==> src/rtl/sbus_txn_pkg.sv <==
package sbus_txn_pkg;

    typedef enum logic [2:0] {
        ST_IDLE,
        ST_HDR,
        ST_DATA,
        ST_PAR,
        ST_ACK
    } frame_st_e;

    // One-hot steering of the current strobe into a frame slot
    typedef struct packed {
        logic clr;
        logic hdr;
        logic dat;
        logic par;
        logic ack;
        logic col;
    } slot_en_t;

    function automatic logic slot_done(input logic [7:0] cnt, input logic [7:0] last);
        return cnt == last;
    endfunction

endpackage

==> src/rtl/sbus_frame_ctl.sv <==
module sbus_frame_ctl
    import sbus_txn_pkg::*;
#(
    parameter int ADDR_W = 4,
    parameter int NARROW_W = 8,
    parameter int WIDE_W = 16,
    parameter logic [2**ADDR_W-1:0] WIDE_MASK = 16'hF0F0
) (
    input  logic              clk,
    input  logic              rst,
    input  logic              bus_reset,
    input  logic              start_stb,
    input  logic              bit_stb,
    input  logic              col_stb,
    input  logic              col_is_attn,
    input  logic [ADDR_W-1:0] addr,
    output slot_en_t          slot,
    output frame_st_e         state
);
    localparam logic [7:0] HDR_LAST    = 8'(ADDR_W);
    localparam logic [7:0] NARROW_LAST = 8'(NARROW_W - 1);
    localparam logic [7:0] WIDE_LAST   = 8'(WIDE_W - 1);

    logic [7:0] cnt;
    logic [7:0] data_last;

    assign data_last = WIDE_MASK[addr] ? WIDE_LAST : NARROW_LAST;

    always_comb begin
        slot     = '0;
        slot.clr = bus_reset | start_stb;
        if (!slot.clr) begin
            if (bit_stb) begin
                case (state)
                    ST_HDR:  slot.hdr = 1'b1;
                    ST_DATA: slot.dat = 1'b1;
                    ST_PAR:  slot.par = 1'b1;
                    ST_ACK:  slot.ack = 1'b1;
                    default: ;
                endcase
            end
            slot.col = col_stb && !col_is_attn && (state != ST_IDLE);
        end
    end

    always_ff @(posedge clk) begin
        if (rst || bus_reset) begin
            state <= ST_IDLE;
            cnt   <= '0;
        end else if (start_stb) begin
            state <= ST_HDR;
            cnt   <= '0;
        end else if (bit_stb) begin
            case (state)
                ST_HDR: begin
                    if (slot_done(cnt, HDR_LAST)) begin
                        state <= ST_DATA;
                        cnt   <= '0;
                    end else begin
                        cnt <= cnt + 8'd1;
                    end
                end
                ST_DATA: begin
                    if (slot_done(cnt, data_last)) begin
                        state <= ST_PAR;
                        cnt   <= '0;
                    end else begin
                        cnt <= cnt + 8'd1;
                    end
                end
                ST_PAR:  state <= ST_ACK;
                ST_ACK:  state <= ST_IDLE;
                default: state <= ST_IDLE;
            endcase
        end
    end

endmodule

==> src/rtl/sbus_frame_dp.sv <==
module sbus_frame_dp
    import sbus_txn_pkg::*;
#(
    parameter int ADDR_W = 4,
    parameter int DATA_W = 16
) (
    input  logic              clk,
    input  logic              rst,
    input  slot_en_t          slot,
    input  frame_st_e         state,
    input  logic              bit_val,
    output logic [ADDR_W-1:0] addr,
    output logic              wr_en,
    output logic [ADDR_W-1:0] wr_addr,
    output logic [DATA_W-1:0] wr_data,
    output logic              ber_set,
    output logic              ack_bit
);
    logic [ADDR_W:0]   hdr;
    logic [DATA_W-1:0] data;
    logic              par;
    logic              pbad;
    logic              col;
    logic              ack_good;

    assign addr     = hdr[ADDR_W:1];
    assign ack_good = !pbad && !col;
    assign ack_bit  = (state == ST_ACK) && ack_good;

    always_ff @(posedge clk) begin
        if (rst) begin
            hdr     <= '0;
            data    <= '0;
            par     <= 1'b0;
            pbad    <= 1'b0;
            col     <= 1'b0;
            wr_en   <= 1'b0;
            wr_addr <= '0;
            wr_data <= '0;
            ber_set <= 1'b0;
        end else begin
            wr_en   <= 1'b0;
            ber_set <= 1'b0;
            if (slot.clr) begin
                hdr  <= '0;
                data <= '0;
                par  <= 1'b0;
                pbad <= 1'b0;
                col  <= 1'b0;
            end else begin
                if (slot.col) col <= 1'b1;
                if (slot.hdr) begin
                    hdr <= {hdr[ADDR_W-1:0], bit_val};
                    par <= par ^ bit_val;
                end
                if (slot.dat) begin
                    data <= {data[DATA_W-2:0], bit_val};
                    par  <= par ^ bit_val;
                end
                if (slot.par) pbad <= (bit_val != par);
                if (slot.ack) begin
                    if (ack_good && bit_val) begin
                        if (!hdr[0]) begin
                            wr_en   <= 1'b1;
                            wr_addr <= addr;
                            wr_data <= data;
                        end
                    end else begin
                        ber_set <= 1'b1;
                    end
                end
            end
        end
    end

endmodule

==> src/rtl/sbus_attn_flag.sv <==
module sbus_attn_flag (
    input  logic clk,
    input  logic rst,
    input  logic bus_reset,
    input  logic ber_set,
    input  logic attn_issued,
    output logic attn_need
);
    always_ff @(posedge clk) begin
        if (rst || bus_reset) attn_need <= 1'b0;
        else if (ber_set)     attn_need <= 1'b1;
        else if (attn_issued) attn_need <= 1'b0;
    end
endmodule

==> src/rtl/sbus_txn_engine.sv <==
module sbus_txn_engine
    import sbus_txn_pkg::*;
#(
    parameter int ADDR_W = 4,
    parameter int NARROW_W = 8,
    parameter int WIDE_W = 16,
    parameter logic [2**ADDR_W-1:0] WIDE_MASK = 16'hF0F0
) (
    input  logic              clk,
    input  logic              rst,
    input  logic              bus_reset,
    input  logic              start_stb,
    input  logic              bit_stb,
    input  logic              bit_val,
    input  logic              col_stb,
    input  logic              col_is_attn,
    input  logic              attn_issued,
    output logic              wr_en,
    output logic [ADDR_W-1:0] wr_addr,
    output logic [WIDE_W-1:0] wr_data,
    output logic              ber_set,
    output logic              attn_need,
    output logic              ack_bit
);
    slot_en_t          slot;
    frame_st_e         state;
    logic [ADDR_W-1:0] addr;

    sbus_frame_ctl #(
        .ADDR_W(ADDR_W), .NARROW_W(NARROW_W), .WIDE_W(WIDE_W), .WIDE_MASK(WIDE_MASK)
    ) u_ctl (
        .clk(clk), .rst(rst), .bus_reset(bus_reset), .start_stb(start_stb),
        .bit_stb(bit_stb), .col_stb(col_stb), .col_is_attn(col_is_attn),
        .addr(addr), .slot(slot), .state(state)
    );

    sbus_frame_dp #(
        .ADDR_W(ADDR_W), .DATA_W(WIDE_W)
    ) u_dp (
        .clk(clk), .rst(rst), .slot(slot), .state(state), .bit_val(bit_val),
        .addr(addr), .wr_en(wr_en), .wr_addr(wr_addr), .wr_data(wr_data),
        .ber_set(ber_set), .ack_bit(ack_bit)
    );

    sbus_attn_flag u_attn (
        .clk(clk), .rst(rst), .bus_reset(bus_reset), .ber_set(ber_set),
        .attn_issued(attn_issued), .attn_need(attn_need)
    );

endmodule

==> config.mk <==
export PLATFORM = sky130hd
export DESIGN_NAME = sbus_txn_engine
export DESIGN_NICKNAME = d
export VERILOG_FILES = /design/src/rtl/sbus_txn_pkg.sv /design/src/rtl/sbus_frame_ctl.sv /design/src/rtl/sbus_frame_dp.sv /design/src/rtl/sbus_attn_flag.sv /design/src/rtl/sbus_txn_engine.sv
export SDC_FILE = /design/constraint.sdc
export NUM_CORES = 1
export LEC_CHECK = 0
export BUFFER_PORTS_ARGS = -buffer_cell sky130_fd_sc_hd__buf_2
export CAP_MARGIN = 5
export CORE_ASPECT_RATIO = 0.8
export CORE_UTILIZATION = 50
export CTS_CLUSTER_SIZE = 12
export DETAILED_ROUTE_END_ITERATION = 10
export PLACE_DENSITY = 0.82
export SKIP_CTS_REPAIR_TIMING = 1
export SYNTH_ARGS = -nofsm -noshare
export SYNTH_HDL_FRONTEND = slang
export SYNTH_SLANG_ARGS = --single-unit
==> constraint.sdc <==
create_clock -name clk -period 2 [get_ports clk]
set_input_delay 0.1 -clock clk [delete_from_list [all_inputs] [get_ports clk]]
set_output_delay 0.1 -clock clk [all_outputs]
set_load 0.1 [all_outputs]
==> out/qor.csv, run 1 <==
metric,value,unit
startpoint_type,flip-flop,
numCtsBuffers,9,
hold_viol,0,
setup_viol_count_final,0,
max-cap-violations,0,
power_frac_clock,0.464,
whs_path_depth,2,
worst_clock_skew,0.00487,ns
cts_tree,yes,
async_flop_share,0,
grt_pass1_vias,1900,
yosys.cell_types.count,39,
clk_pin_slew,0.06,ns
synthFlopType,dfxtp_1,
h-tree-depth,3,
grt_remaining_overflow,0,
ys_ff_latch,59,
multi_input_area,0.00113,mm²
rsz0062_at_grt,no,
antenna_found_initial,0,
die_w,79.4,µm
wl,5.05,mm
wl_per_cell,13.1,µm
fp.dieH,63.9,µm
hpwl,3.26,mm
period_needed,1.84,ns
synth_area,0.00240,mm²
yosys_warnings,0,
drc_errors,0,
reg2reg_depth,4,
clk_path_buf_depth,2,
diodes,0,
synth_area_leader_cell,dfxtp_1,
ys_seq_area_frac,0.493,
worstMarginPinSlew,0.506,ns
routed_via_density,5.35,
ios,33,
rows,22,
hp-class,in2reg,
relSlewSlack,0.661,
yosysTopAreaCellShare,0.493,
yosys-top-cells-area,"dfxtp_1 49%, a21oi_1 11%, nand2_1 9.6%, nand2_2 5.2%, xor2_1 2.6%",
cts_root_buf,clkbuf_8,
core_area,0.00460,mm²
ant_nets,0,
layout.nets,332,
portBuffers,32,
grt_max_degree,25,
cts_sinks,59,
dieArea,0.00508,mm²
endpoint_kind,flip-flop,
synth_edf_count,0,
switchingPower,485,µW
comb_power_share,0.028,
seqPwrFrac,0.508,
setup_tns,0,ns
syn_area_per_cell,8.53,µm²
met1_usage,0.302,
ir_drop,0.000441,V
met2_usage,0.334,
nFillCells,395,
vias,2061,
first_pass_iters,4,
critPathArrivalTime,2.04,ns
clock_latency,0.34,ns
p_int,1.83,mW
period_share,0.918,
syn_to_final_growth,18.4,%
drive_gt1_frac,0.262,
status,"complete, no violations",
crit_required,2.20,ns
powerDensity,817,mW/mm²
drt_iter0_markers,116,
gp_congestion,0.819,
register_area,0.00118,mm²
track_usage,0.225,
p_leak,1.04,nW
busiest_layer,met2,
met3_usage,0.0729,
switching_share,0.209,
critPathKind,reg2reg,
syn_inst,281,
start_util,0.522,
grt_pass1_wl,8.68,mm
maxClockFrequency,545,MHz
syn-num-nets,292,
power,2.32,mW
final_max_slew_viol_count,0,
critPathMaxFanout,20,
-- kinds of logic (layout without fill, tap and decap cells) --
family / Yosys count / count (layout) / share of synthesized area
flops: 59 / 59 / 0.493
compound gates: 58 / 58 / 0.130
simple gates: 133 / 133 / 0.288
xor+xnor: 10 / 10 / 0.0365
fa+ha+maj: 2 / 2 / 0.0104
buf+inv: 19 / 63 / 0.0423
-- registers in the layout, indices dropped and copies added (netlist names) --
register / count
u_attn.attn_need: 1
u_ctl.cnt: 8
u_ctl.data_last: 1
u_ctl.state: 3
u_dp.ber_set: 1
u_dp.col: 1
u_dp.data: 16
u_dp.hdr: 5
u_dp.par: 1
u_dp.pbad: 1
u_dp.wr_addr: 4
u_dp.wr_data: 16
u_dp.wr_en: 1
-- routing by layer --
layer  routed length (µm)  vias up
met3                  350       11
met1                 2430      945
met5                    0        -
met4                   96        0
li1                     -     1032
met2                 2180       73
-- cell usage after synthesis (2+ instances only) --
| cell type | count |
|---|---|
| nand2_1 | 61 |
| dfxtp_1 | 59 |
| a21oi_1 | 51 |
| nand2_2 | 20 |
| nor2_1 | 12 |
| nand3_1 | 8 |
| clkbuf_1 | 7 |
| xor2_1 | 7 |
| inv_1 | 5 |
| a311oi_1 | 3 |
| and3_1 | 3 |
| buf_2 | 3 |
| buf_6 | 3 |
| nand4_1 | 3 |
| nor3_1 | 3 |
| nor3b_1 | 3 |
| xnor2_1 | 3 |
| and3b_1 | 2 |
| ha_1 | 2 |
| nor3b_2 | 2 |
| nor4_1 | 2 |
| or3b_2 | 2 |
-- per-stage QoR --
step / hold WS (ns) / std cells / setup WS (ns) / area [µm²] / utilization
2_1_floorplan: 0.177 / 281 / 0.224 / 2410 / -
3_3_place_gp: 0.357 / 370 / 0.203 / 2640 / 0.575
3_5_place_dp: 0.362 / 370 / 0.184 / 2640 / 0.575
4_1_cts: 0.00209 / 385 / 0.161 / 2840 / 0.617
5_1_grt: 0.0148 / 385 / 0.0924 / 2840 / 0.617
6_report: 0.0114 / 385 / 0.164 / 2840 / 0.617
-- path summary, 6_finish.rpt --
| path | startpoint | end | slack [ns] |
|---|---|---|---|
| hold / removal | bus_reset | u_attn.attn_need | 0.01 |
| setup reg to reg | u_ctl.state[2] | u_dp.wr_data[15] | 0.16 |
| hold reg to reg | u_dp.wr_data[8] | u_dp.wr_data[8] | 0.45 |
| setup / recovery | u_ctl.state[2] | u_dp.wr_data[15] | 0.16 |
-- layout make-up --
type | instances | share of cell area
Tap cell | 60 | 0.0265
Multi-Input combinational cell | 203 | 0.397
Sequential cell | 59 | 0.416
Clock inverter | 2 | 0.0123
Timing Repair Buffer | 43 | 0.0855
Clock buffer | 13 | 0.0560
Inverter | 5 | 0.00661
-- placed cells by master, fill, tap and decap left out, types with 2 or more instances in the layout --
cell      synthesis  routed
xnor2_1           3       3
buf_2             3      32
and3_1            3       3
nand3_1           8       8
a311oi_1          3       3
nor3b_1           3       3
and3b_1           2       2
ha_1              2       2
nand2_1          61      61
clkbuf_8          0      11
nand2_2          20      20
xor2_1            7       7
nor3b_2           2       2
nand4_1           3       3
nor4_1            2       2
nor2_1           12      12
a21oi_1          51      51
or3b_2            2       2
nor3_1            3       2
buf_4             1      11
clkbuf_1          7       2
dfxtp_1          59      59
inv_1             5       5
-- critical path, stage by stage, from the launching register on --
cell	delay, ns
dfxtp_1	0.35
or3b_4	0.43
or4_4	0.72
nand2_2	0.14
a21oi_1	0.06
-- power by group through the flow --
stage,Combinational (mW),Clock (mW),Sequential [mW]
2_1_floorplan,0.0366,0,1.20
3_3_place_gp,0.0630,0,1.20
3_5_place_dp,0.0641,0,1.20
4_1_cts,0.0647,1.09,1.18
5_1_grt,0.0706,1.13,1.18
6_report,0.0657,1.08,1.18
(Power assumes the default switching activity.)
==> run 2, diff against run 1 <==
Settings changed: PLACE_DENSITY 0.82 to 0.81, SYNTH_HIERARCHICAL set to 1.
==> run 2 against run 1 <==
Net effect: worst hold slack improved by 0.061 ns; core utilization increased by 2.4 points; critical endpoint is now u_dp/wr_data[11]; clock-buffer cell count decreased by 1; critical path depth increased by 1; final area increased by 7.7%; sequential share of layout area decreased by 3.6 points; cell count decreased by 6.0%; sequential power about the same; largest cell class is now multi-input gates; highest routed layer unchanged.
==> out/qor.csv, run 2 <==
metric,value,unit,change
critPathKind,reg2reg,,unchanged
powerDensity,813,mW/mm²,was 817 mW/mm²
clk_pin_slew,0.06,ns,about the same
track_usage,0.201,,was 0.225
core_area,0.00476,mm²,was 0.00460 mm²
synth_area,0.00258,mm²,was 0.00240 mm²
startpoint_type,flip-flop,,unchanged
first_pass_iters,4,,unchanged
top_regs,"u_dp/data (16), u_dp/wr_data (16), u_ctl/cnt (8)",,"was u_dp.data (16), u_dp.wr_data (16), u_ctl.cnt (8)"
gp_congestion,0.854,,was 0.819
maxClockFrequency,561,MHz,was 545 MHz
grt_max_degree,29,,was 25
setup_viol_count_final,0,,unchanged
worstMarginPinSlew,0.441,ns,was 0.506 ns
numCtsBuffers,9,,unchanged
hp-class,in2reg,,unchanged
syn-num-nets,273,,was 292
crit_required,2.25,ns,was 2.20 ns
h-tree-depth,3,,unchanged
fp.dieH,66.2,µm,was 63.9 µm
final_max_slew_viol_count,0,,unchanged
syn_to_final_growth,18.5,%,was 18.4%
ant_nets,0,,unchanged
wl,4.74,mm,was 5.05 mm
routed_via_density,5.18,,was 5.35
setup_tns,0,ns,unchanged
ir_drop,0.000641,V,was 0.000441 V
final_common_cell,dfxtp_1,,was nand2_1
crit_start,u_ctl/state[1],,was u_ctl.state[2]
status,"complete, no violations",,unchanged
critPathArrivalTime,2.03,ns,was 2.04 ns
die_w,82.3,µm,was 79.4 µm
drt_iter0_markers,142,,was 116
rows,22,,unchanged
period_needed,1.78,ns,was 1.84 ns
cts_sinks,58,,was 59
cts_tree,yes,,unchanged
antenna_found_initial,0,,unchanged
grt_pass1_wl,7.94,mm,was 8.68 mm
max-cap-violations,0,,unchanged
syn_inst,262,,was 281
endpoint_kind,flip-flop,,unchanged
fin_cells,362,,was 385
hold_viol,0,,unchanged
layout.nets,308,,was 332
portBuffers,32,,unchanged
cts_root_buf,clkbuf_8,,unchanged
reg2reg_from,u_ctl/state[1],,was u_ctl.state[2]
drc_errors,0,,unchanged
critPathMaxFanout,21,,was 20
clock_latency,0.33,ns,was 0.34 ns
drive_gt1_frac,0.215,,was 0.262
dp.cells,345,,was 370
wl_per_cell,13.1,µm,about the same
rsz0062_at_grt,no,,unchanged
clk_path_buf_depth,2,,unchanged
syn_area_per_cell,9.84,µm²,was 8.53 µm²
p_leak,1.09,nW,was 1.04 nW
grt_pass1_vias,1822,,was 1900
ios,33,,unchanged
relSlewSlack,0.698,,was 0.661
start_util,0.542,,was 0.522
hpwl,3.05,mm,was 3.26 mm
diodes,0,,unchanged
vias,1876,,was 2061
dieArea,0.00545,mm²,was 0.00508 mm²
most-common-layout-cells,"58 x dfxtp_1, 41 x mux2i_1, 40 x nand2b_1",,"was 61 x nand2_1, 59 x dfxtp_1, 51 x a21oi_1"
hold_path_startpoint,col_is_attn,,was bus_reset
grt_remaining_overflow,0,,unchanged
period_share,0.891,,was 0.918
worst_clock_skew,0.00400,ns,was 0.00487 ns
yosys_warnings,6,,was 0
nFillCells,390,,was 395
-- run 2: cell type report --
cell class / instances / area [µm²] / share of cell area
Multi-Input combinational cell: 183 / 1320 / 0.430
Sequential cell: 58 / 1160 / 0.380
Timing Repair Buffer: 40 / 248 / 0.0811
Clock buffer: 12 / 165 / 0.0541
Tap cell: 60 / 75.1 / 0.0246
Clock inverter: 4 / 72.6 / 0.0238
Inverter: 5 / 18.8 / 0.00614
-- run 2: metal layers --
metal  share of wire  vias up  global-route usage
met5               0        -                   0
met4          0.0057        0              0.0702
met3           0.047        2              0.0938
met2            0.43       55               0.298
met1            0.52      861               0.253
li1                -      958                   -
-- run 2: worst paths after layout --
path / end / slack [ns] / cells past startpoint
setup reg to reg: u_dp/wr_data[11] / 0.22 / 5
setup / recovery: u_dp/wr_data[11] / 0.22 / 5
hold / removal: u_dp/col / 0.07 / 4
hold reg to reg: u_dp/wr_data[5] / 0.47 / 2
-- run 2: critical path: stages, from the launching register on --
cell and delay [ns]:
dfxtp_1 0.36, buf_4 0.18, nor4b_1 0.38, nor4b_4 0.32
buf_12 0.23, mux2i_1 0.22
-- run 2: report_power, final --
group	switching (mW)	internal, mW
clock	0.447	0.801
combinational	0.0445	0.0333
sequential	0.00317	1.16
-- run 2: stage by stage --
step           setup WS, ns   util  area, µm²  power (mW)  hold WS, ns
2_1_floorplan        0.0146      -       2580        1.24        0.173
3_3_place_gp          0.190  0.590       2810        1.26        0.300
3_5_place_dp         0.0992  0.590       2810        1.26        0.309
4_1_cts               0.221  0.640       3050        2.52      -0.0535
5_1_grt             0.00943  0.642       3060        2.58       0.0587
6_report              0.219  0.642       3060        2.49       0.0726
